**config.mk**
```make
export PLATFORM = sky130hd
export DESIGN_NAME = tlp_trace_filter
export DESIGN_NICKNAME = d
export VERILOG_FILES = /design/src/rtl/tlp_filt_pkg.sv /design/src/rtl/tlp_filt_dir_decode.sv /design/src/rtl/tlp_filt_cfg_check.sv /design/src/rtl/tlp_filt_match.sv /design/src/rtl/tlp_trace_filter.sv
export SDC_FILE = /design/constraint.sdc
export NUM_CORES = 1
export LEC_CHECK = 0
export ABC_AREA = 1
export BUFFER_PORTS_ARGS = -buffer_cell sky130_fd_sc_hd__buf_4
export CAP_MARGIN = 20
export CORE_MARGIN = 10
export CORE_UTILIZATION = 42
export CTS_CLUSTER_SIZE = 30
export DETAILED_ROUTE_END_ITERATION = 12
export GPL_ROUTABILITY_DRIVEN = 0
export PLACE_DENSITY = 0.85
export SETUP_SLACK_MARGIN = 0.5
export SLEW_MARGIN = 20
export SYNTH_ARGS = -nofsm -noshare
export SYNTH_HDL_FRONTEND = slang
export SYNTH_SLANG_ARGS = --single-unit
```
**constraint.sdc**
```tcl
create_clock -name clk -period 3.45 [get_ports clk]
set_clock_uncertainty 0.1 [all_clocks]
set_input_delay 0.1725 -clock clk [delete_from_list [all_inputs] [get_ports clk]]
set_output_delay 0.1725 -clock clk [all_outputs]
set_load 0.05 [all_outputs]
```
**src/rtl/tlp_filt_pkg.sv**
```systemverilog
// Shared types for the TLP trace filter.
// Assumes the class code is 2 bits wide and indexes the class mask directly.
package tlp_filt_pkg;

    typedef enum logic [1:0] {
        CLS_POSTED    = 2'd0,
        CLS_NONPOSTED = 2'd1,
        CLS_COMPL     = 2'd2,
        CLS_OTHER     = 2'd3
    } tlp_class_e;

    // What one direction code admits, after decoding for the record format.
    typedef struct packed {
        logic take_out;     // outbound TLPs of any class
        logic take_in_req;  // inbound posted and non-posted requests
        logic take_cpl_a;   // inbound completions, sub-class A
        logic take_cpl_b;   // inbound completions, sub-class B
        logic rsvd;         // code has no meaning for this format
    } dir_plan_t;

endpackage

```
**src/rtl/tlp_filt_dir_decode.sv**
```systemverilog
// Turns the direction code and record format into a plan of admitted traffic.
// Assumes only codes 0..3 carry meaning. Every other code is reported as reserved.
module tlp_filt_dir_decode
    import tlp_filt_pkg::*;
#(
    parameter int DIR_W = 4
) (
    input  logic             fmt_8dw,
    input  logic [DIR_W-1:0] dir_code,
    output dir_plan_t        plan
);
    // Per-format lookup of the direction code.
    always_comb begin
        plan = '{default: 1'b0};
        if (dir_code > DIR_W'(3)) begin
            plan.rsvd = 1'b1;
        end else if (!fmt_8dw) begin
            unique case (dir_code[1:0])
                2'd0: begin plan.take_in_req = 1'b1; plan.take_cpl_a = 1'b1; plan.take_cpl_b = 1'b1; end
                2'd1: plan.take_out = 1'b1;
                2'd2: begin plan.take_out = 1'b1; plan.take_in_req = 1'b1; plan.take_cpl_b = 1'b1; end
                default: begin plan.take_out = 1'b1; plan.take_cpl_a = 1'b1; end
            endcase
        end else begin
            unique case (dir_code[1:0])
                2'd0: plan.rsvd = 1'b1;
                2'd1: plan.take_out = 1'b1;
                2'd2: begin plan.take_in_req = 1'b1; plan.take_cpl_b = 1'b1; end
                default: plan.take_cpl_a = 1'b1;
            endcase
        end
    end
endmodule

```
**src/rtl/tlp_filt_cfg_check.sv**
```systemverilog
// Flags setups the trace unit cannot honour. The output is combinational.
// Assumes class mask bits 2:0 are the only meaningful ones.
module tlp_filt_cfg_check
    import tlp_filt_pkg::*;
#(
    parameter int TYPE_W = 8
) (
    input  dir_plan_t         plan,
    input  logic [TYPE_W-1:0] class_mask,
    output logic              cfg_bad
);
    localparam int USED_W = 3;

    logic [USED_W-1:0] used_bits;
    logic [1:0]        used_cnt;

    // Counts the meaningful class bits and combines the error rules.
    always_comb begin
        used_bits = class_mask[USED_W-1:0];
        used_cnt  = 2'(used_bits[0]) + 2'(used_bits[1]) + 2'(used_bits[2]);
        cfg_bad   = plan.rsvd
                  | (used_bits == '0)
                  | (plan.take_out & (used_cnt != 2'd1));
    end
endmodule

```
**src/rtl/tlp_filt_match.sv**
```systemverilog
// Combinational match of one descriptor against source, class and direction.
// Assumes the port index fits inside the selection value field.
module tlp_filt_match
    import tlp_filt_pkg::*;
#(
    parameter int SEL_W  = 20,
    parameter int VAL_W  = 16,
    parameter int TYPE_W = 8,
    localparam int PORT_W = $clog2(VAL_W)
) (
    input  logic [SEL_W-1:0]  sel_word,
    input  logic [TYPE_W-1:0] class_mask,
    input  dir_plan_t         plan,
    input  logic [PORT_W-1:0] tlp_port,
    input  logic [VAL_W-1:0]  tlp_rid,
    input  logic [1:0]        tlp_class,
    input  logic              tlp_outbound,
    input  logic              tlp_cpl_b,
    output logic              hit
);
    localparam int MODE_BIT = SEL_W - 1;

    logic [VAL_W-1:0] sel_val;
    logic             src_ok;
    logic             cls_ok;
    logic             dir_ok;
    tlp_class_e       cls;

    // Source check: port bitmask or exact requester ID.
    always_comb begin
        sel_val = sel_word[VAL_W-1:0];
        src_ok  = sel_word[MODE_BIT] ? sel_val[tlp_port] : (tlp_rid == sel_val);
    end

    // Class and direction checks.
    always_comb begin
        cls    = tlp_class_e'(tlp_class);
        cls_ok = (cls != CLS_OTHER) && class_mask[tlp_class];
        if (tlp_outbound)           dir_ok = plan.take_out;
        else if (cls == CLS_COMPL)  dir_ok = tlp_cpl_b ? plan.take_cpl_b : plan.take_cpl_a;
        else                        dir_ok = plan.take_in_req;
        hit = src_ok & cls_ok & dir_ok;
    end
endmodule

```
**src/rtl/tlp_trace_filter.sv**
```systemverilog
// Top of the TLP trace filter. It registers the capture decision and the setup error flag.
// Assumes the setup inputs are stable while trace_en is high and descriptors last one cycle.
module tlp_trace_filter
    import tlp_filt_pkg::*;
#(
    parameter int SEL_W  = 20,
    parameter int VAL_W  = 16,
    parameter int TYPE_W = 8,
    parameter int DIR_W  = 4,
    localparam int PORT_W = $clog2(VAL_W)
) (
    input  logic              clk,
    input  logic              rst_n,
    input  logic              trace_en,
    input  logic              fmt_8dw,
    input  logic [SEL_W-1:0]  sel_word,
    input  logic [TYPE_W-1:0] class_mask,
    input  logic [DIR_W-1:0]  dir_code,
    input  logic              tlp_valid,
    input  logic [PORT_W-1:0] tlp_port,
    input  logic [VAL_W-1:0]  tlp_rid,
    input  logic [1:0]        tlp_class,
    input  logic              tlp_outbound,
    input  logic              tlp_cpl_b,
    output logic              capture,
    output logic              config_error
);
    localparam int MODE_BIT = SEL_W - 1;

    dir_plan_t plan;
    logic      cfg_bad;
    logic      hit;

    tlp_filt_dir_decode #(.DIR_W(DIR_W)) u_dir (
        .fmt_8dw (fmt_8dw),
        .dir_code(dir_code),
        .plan    (plan)
    );

    tlp_filt_cfg_check #(.TYPE_W(TYPE_W)) u_cfg (
        .plan      (plan),
        .class_mask(class_mask),
        .cfg_bad   (cfg_bad)
    );

    tlp_filt_match #(.SEL_W(SEL_W), .VAL_W(VAL_W), .TYPE_W(TYPE_W)) u_match (
        .sel_word    (sel_word),
        .class_mask  (class_mask),
        .plan        (plan),
        .tlp_port    (tlp_port),
        .tlp_rid     (tlp_rid),
        .tlp_class   (tlp_class),
        .tlp_outbound(tlp_outbound),
        .tlp_cpl_b   (tlp_cpl_b),
        .hit         (hit)
    );

    // Output registers for the capture strobe and the setup error flag.
    always_ff @(posedge clk) begin
        if (!rst_n) begin
            capture      <= 1'b0;
            config_error <= 1'b0;
        end else begin
            config_error <= trace_en & cfg_bad;
            capture      <= trace_en & tlp_valid & ~cfg_bad & hit;
        end
    end

    AST_IDLE_WHEN_OFF: assert property (@(posedge clk) disable iff (!rst_n)
        !trace_en |=> (!capture && !config_error));
    AST_NO_VALID_NO_CAPTURE: assert property (@(posedge clk) disable iff (!rst_n)
        !tlp_valid |=> !capture);
    AST_ERROR_BLOCKS: assert property (@(posedge clk) disable iff (!rst_n)
        (trace_en && cfg_bad) |=> (config_error && !capture));
    AST_PORT_MISS: assert property (@(posedge clk) disable iff (!rst_n)
        (sel_word[MODE_BIT] && !sel_word[tlp_port]) |=> !capture);
    AST_RID_MISS: assert property (@(posedge clk) disable iff (!rst_n)
        (!sel_word[MODE_BIT] && (tlp_rid != sel_word[VAL_W-1:0])) |=> !capture);
    AST_CLASS_MISS: assert property (@(posedge clk) disable iff (!rst_n)
        ((tlp_class == 2'd3) || !class_mask[tlp_class]) |=> !capture);
endmodule

```
# ---- Word level (Yosys, flattened, before mapping)
# Cells that the tools add are included.
dict set report word_totals {
  input_bits 61
  output_inout_bits 2
  word_cells 48
  ff_bits 2
}
dict set report op_classes {
  muxes 19
  magnitude_cmp 3
  addsub 2
  n_eq_ne 6
  n_bitwise 10
  reduce_logical 6
}
# op n
set op_table {}
lappend op_table {{16-bit == test} 1}
lappend op_table {{1-bit two-way mux} 15}
lappend op_table {{4-bit two-way mux} 2}
lappend op_table {{1-bit bitwise AND} 7}
lappend op_table {{4-bit by 5-bit less-than comparator with 1-bit output (second input constant)} 1}
lappend op_table {{1-bit binary-select mux with 4-bit select} 1}
lappend op_table {{2-bit == test (second input constant)} 2}
lappend op_table {{4-bit by 2-bit > comparator with 1-bit output (second input constant)} 1}
lappend op_table {{2-bit by 4-bit less-than comparator with 1-bit output (second input constant)} 1}
lappend op_table {{2-bit OR reduction} 2}
lappend op_table {{3-bit zero test} 1}
lappend op_table {{3-bit OR reduction} 1}
lappend op_table {{1-bit by 1-bit adder with 2-bit output} 1}
lappend op_table {{2-bit by 1-bit adder with 2-bit output} 1}
lappend op_table {{1-bit binary-select mux with 2-bit select} 1}
lappend op_table {{2-bit by 1-bit == test with 1-bit output (second input constant)} 1}
lappend op_table {{2-bit zero test} 1}
lappend op_table {{2-bit by 1-bit != test with 1-bit output (second input constant)} 1}
lappend op_table {{2-bit != test (second input constant)} 1}
lappend op_table {{1-bit bitwise OR} 2}
lappend op_table {{1-bit logical AND} 1}
lappend op_table {{1-bit NOT} 1}

# ---- Longest topological paths before layout
dict set report depth {
  depth_word 10
  mapped_depth 10
  depth_no_buf 10
}

# ---- Modules after synthesis
# Synthesis repeated with hierarchy kept, for this count alone.
dict set report unflattened {
  cells_unflattened 156
  hier_area_um2 795.8
}
# module instances cells_each area_each_um2 seq_area_each_um2
set by_module_without_submodules {}
lappend by_module_without_submodules {tlp_filt_match 1 115 536.8 0.0}
lappend by_module_without_submodules {tlp_filt_dir_decode 1 25 135.1 0.0}
lappend by_module_without_submodules {tlp_trace_filter 1 7 67.6 40.0}
lappend by_module_without_submodules {tlp_filt_cfg_check 1 9 56.3 0.0}

# ---- Least setup slack after synthesis
# Ideal clock, no wire load.
dict set report synth_path {
  kind {input -> register}
  startpoint {in class_mask[0]}
  endpoint {reg capture}
  stages 9
  t_arrival_ns 1.184
  required_time_ns 3.286
  n_path_buf 0
  setup_slack_ns 2.102
  path_cell_list {fa_1 inv_1 nor2_1 nor2_1 nor2_1 nand2_1 nor2_2 nand2_1 nor2_1}
}
dict set report synth_between {
  elab_chain_len 8
  elab_cells_between_ends 15
  classes_between {add/sub: 2; eq/ne: 1; mux: 2; bitwise: 8; reduce/logical: 2}
}
# element line
set synth_rtl {}
lappend synth_rtl {{start, declared} tlp_trace_filter.sv:17} ;# input logic [TYPE_W-1:0] class_mask,
lappend synth_rtl {{1-bit by 1-bit adder with 2-bit output} tlp_filt_cfg_check.sv:20} ;# used_cnt = 2'(used_bits[0]) + 2'(used_bits[1]) + 2'(used_bits[2]);
lappend synth_rtl {{2-bit by 1-bit adder with 2-bit output} tlp_filt_cfg_check.sv:20}
lappend synth_rtl {{2-bit by 1-bit != test with 1-bit output} tlp_filt_cfg_check.sv:23} ;# | (plan.take_out & (used_cnt != 2'd1));
lappend synth_rtl {{1-bit bitwise AND} tlp_filt_cfg_check.sv:23}
lappend synth_rtl {{1-bit bitwise OR} tlp_filt_cfg_check.sv:23}
lappend synth_rtl {{1-bit NOT} tlp_trace_filter.sv:65} ;# capture <= trace_en & tlp_valid & ~cfg_bad & hit;
lappend synth_rtl {{1-bit bitwise AND} tlp_trace_filter.sv:65}
lappend synth_rtl {{1-bit bitwise AND *} tlp_trace_filter.sv:65}
lappend synth_rtl {{end signal, assigned} tlp_trace_filter.sv:65}
lappend synth_rtl {{end, declared} tlp_trace_filter.sv:25} ;# output logic capture,
# Mark *: on every way between the ends. The rest lies on a longest branch, timed or not. The select of a mux whose other input is x is not followed.
# A chain may end at the register's enable or synchronous reset.

# ---- Worst setup path after layout
# Ends and elaborated chain as after synthesis.

==> impl_summary.txt <==
----------------------------------------------------
[Outcome]
  Outcome ... completed

[Place]
  Total of buffers placed on input and output ports ... 54
  Area after DPL ... 1232 um^2
  Cell Count Post-Placement ... 255
  Post-detailed-placement half-perimeter wirelength ... 2437 um
  Worst-case setup slack after placement ... 1856 ps

[Detailed routing]
  Metal-1 WL ... 1177 um
  Remaining design rule violation count ... 0
  Total length of routed met2 wires ... 1429 um
  Number of design-rule violations left by the first detailed-router iteration ... 51
  Total vias in the final route ... 1134
  Drt wl/cell ... 10.52 um
  Detail Route Antenna Nets ... 0
  Uppermost signal routing layer after detailed routing ... met3
  Number of search-and-repair iterations in the first detailed-routing pass ... 4
  Drt total wl ... 2714 um
  Vias per Instance ... 4.395
  Length of routed met3 wiring ... 107 um

[Synth]
  Post-Syn Area ... 803.3 um^2
  Unique masters post-synth ... 16
  Yosys reg bits ... 2
  Net count after synthesis ... 242
  Syn avg cell area ... 4.538 um^2
  Count of mapped cells out of synthesis ... 177
  Synth Warn # ... 0
  Sequential-to-total area share from yosys stat ... 4.984%

[Timing]
  Final number of hold-violating endpoints ... 0
  Final-report max-slew violation count ... 0
  Transition time of the tightest slew-check pin ... 209.8 ps
  Achievable frequency ... 728.4 MHz
  Final critical-path required period ... 1373 ps
  RSZ-0062 raised after global routing ... no
  Period Utilization, post-route ... 39.80%
  Worst hold slack across all endpoints ... 102.3 ps
  PnR worst setup slack ... 2077 ps
  Max-slew headroom at the worst pin ... 85.94%
  Final setup fails ... 0
  Final total negative setup slack ... 0 ps

[Power]
  Power density of the placed cells ... 157.0 nW/um^2
  Post-layout total power ... 0.1971 mW
  Leakage power ... 0.8269 nW
  Peak supply drop ... 0.00008816 V

[Floorplanning]
  Die boundary height ... 63.73 um
  Initial Utilization ... 45.53%
  Full die area ... 4062 um^2
  Number of top-level pins ... 63
  Width of the die ... 63.73 um
  Core footprint ... 1764 um^2
  Floorplan row count ... 15

[Final layout]
  Ratio of cells with drive above 1 in the final layout ... 27.90%
  Number of inserted diodes ... 0
  Count of nets after finishing ... 300
  Number of non-filler instances in the completed layout ... 258
  Leading cell types in the layout, fill and taps excluded ... 73 x sky130_fd_sc_hd__nand2_1, 54 x sky130_fd_sc_hd__buf_4, 37 x sky130_fd_sc_hd__inv_1
  Cell area after layout ... 1255 um^2
  Commonest non-fill, non-tap cell in the layout ... sky130_fd_sc_hd__nand2_1
  Final cell utilization of the core ... 71.13%
  Final-layout fill cell count ... 193
  Area delta synth->final ... 56.23%

[Global route]
  Via count of the first global-routing pass ... 1091
  Initial antenna violation count ... 0
  Total global-route track usage ... 12.84%
  Global-route wire length before repair ... 4464 um
  Total congestion overflow ... 0
  Largest net degree at the start of global routing ... 10

[Critical path]
  Most frequent cell on the critical path ... sky130_fd_sc_hd__nor2_1
  Critical-path top delay cell ... sky130_fd_sc_hd__fa_1
  Max FO, Critical Path ... 2
  Cells traversed along the worst timing path ... buf_4, fa_1, inv_1, nor2_1, nor2_1, nor2_1, nand2_1, nor2_2, nand2_1, nor2_1
  Arrival time at the worst endpoint ... 1430 ps
  Largest stage delay, worst path ... 540 ps
  Startpoint type of the worst setup path ... input port
  Kind of cell adding the most delay to the critical path ... simple AND/OR/NAND/NOR gates
  Required time at the worst-slack endpoint ... 3500 ps
  Worst Setup Path Type ... input port to flop
  Number of buffers and inverters on the critical path ... 2
  Endpoint type of the worst setup path ... flop

[CTS]
  Total of hold buffers inserted after clock tree synthesis ... 0
  H-Tree Level Count ... 1
  Total clock sinks ... 2
  Root Buffer ... sky130_fd_sc_hd__clkbuf_4
  Number of buffers created by CTS ... 3
  Post-CTS setup repair buffer count ... 0
  Clock Pin Slew Worst Setup and Hold Paths ... 30 ps
  Cells resized by post-CTS repair ... 0
  Maximum root-to-sink buffer count ... 2
  Clock tree from TritonCTS ... built

[Hold path]
  Endpoint of the worst hold-timing path ... config_error
  Class of the tightest hold or removal check ... input port to flop
  Number of cells on the worst hold path ... 3
  Hold_sp ... trace_en

[Run]
  Max-cap check violation count ... 0

----------------------------------------------------
## synthesized netlist by cell type (all sizes together)
master | count | area (um^2)
a21oi | 2 | 10.01
buf | 1 | 7.510
dfxtp | 2 | 40.04
fa | 1 | 20.02
ha | 3 | 37.54
inv | 40 | 150.1
nand2 | 73 | 274.0
nand3 | 20 | 105.1
nor2 | 32 | 132.6
nor3 | 1 | 10.01
o21bai | 1 | 7.510
xor2 | 1 | 8.760
## per-layer routing
metal | GRT usage [%] | vias up
met5 | 0 | -
li1 | - | 630
met4 | 4.098 | 0
met3 | 2.439 | 0
met2 | 25.13 | 26
met1 | 13.24 | 478
## area by class of cell
cell class,count,area (um^2),area share [%]
Sequential cell,2,40.04,3.190
Tap cell,25,31.28,2.493
Clock buffer,3,22.52,1.795
Timing Repair Buffer,54,405.4,32.30
Multi-Input combinational cell,134,605.6,48.26
Inverter,40,150.1,11.96
## report_power, final
| group | internal (mW) | switching, mW |
|---|---|---|
| clock network | 0.0381 | 0.0107 |
| registers | 0.0240 | 0.000195 |
| logic | 0.0647 | 0.0593 |
## how the worst max path moves through the flow
| stage | startpoint | end | slack (ps) | depth (start not counted) |
|---|---|---|---|---|
| 2_1_floorplan | class_mask[0] | capture | 2100 | 9 |
| 5_1_grt | class_mask[0] | capture | 2000 | 10 |
| 6_report | class_mask[0] | capture | 2080 | 10 |
| 4_1_cts | class_mask[0] | capture | 2090 | 10 |
| 3_3_place_gp | class_mask[0] | capture | 1880 | 10 |
| 3_5_place_dp | class_mask[0] | capture | 1860 | 10 |
## flip-flops by register name, summed over array words and instances (netlist names)
| name | cells |
|---|---|
| capture | 1 |
| config_error | 1 |
## cells by family (layout without fill, tap and decap cells)
group | after synthesis | in the layout | share of synthesized area (%)
XOR/XNOR | 1 | 1 | 1.091
AND/OR/NAND/NOR | 126 | 126 | 64.95
flip-flops | 2 | 2 | 4.985
AO/OA/AOI/OAI | 3 | 3 | 2.181
buffers and inverters | 41 | 97 | 19.63
adder cells (fa/ha/maj) | 4 | 4 | 7.166
(Power assumes the default switching activity.)
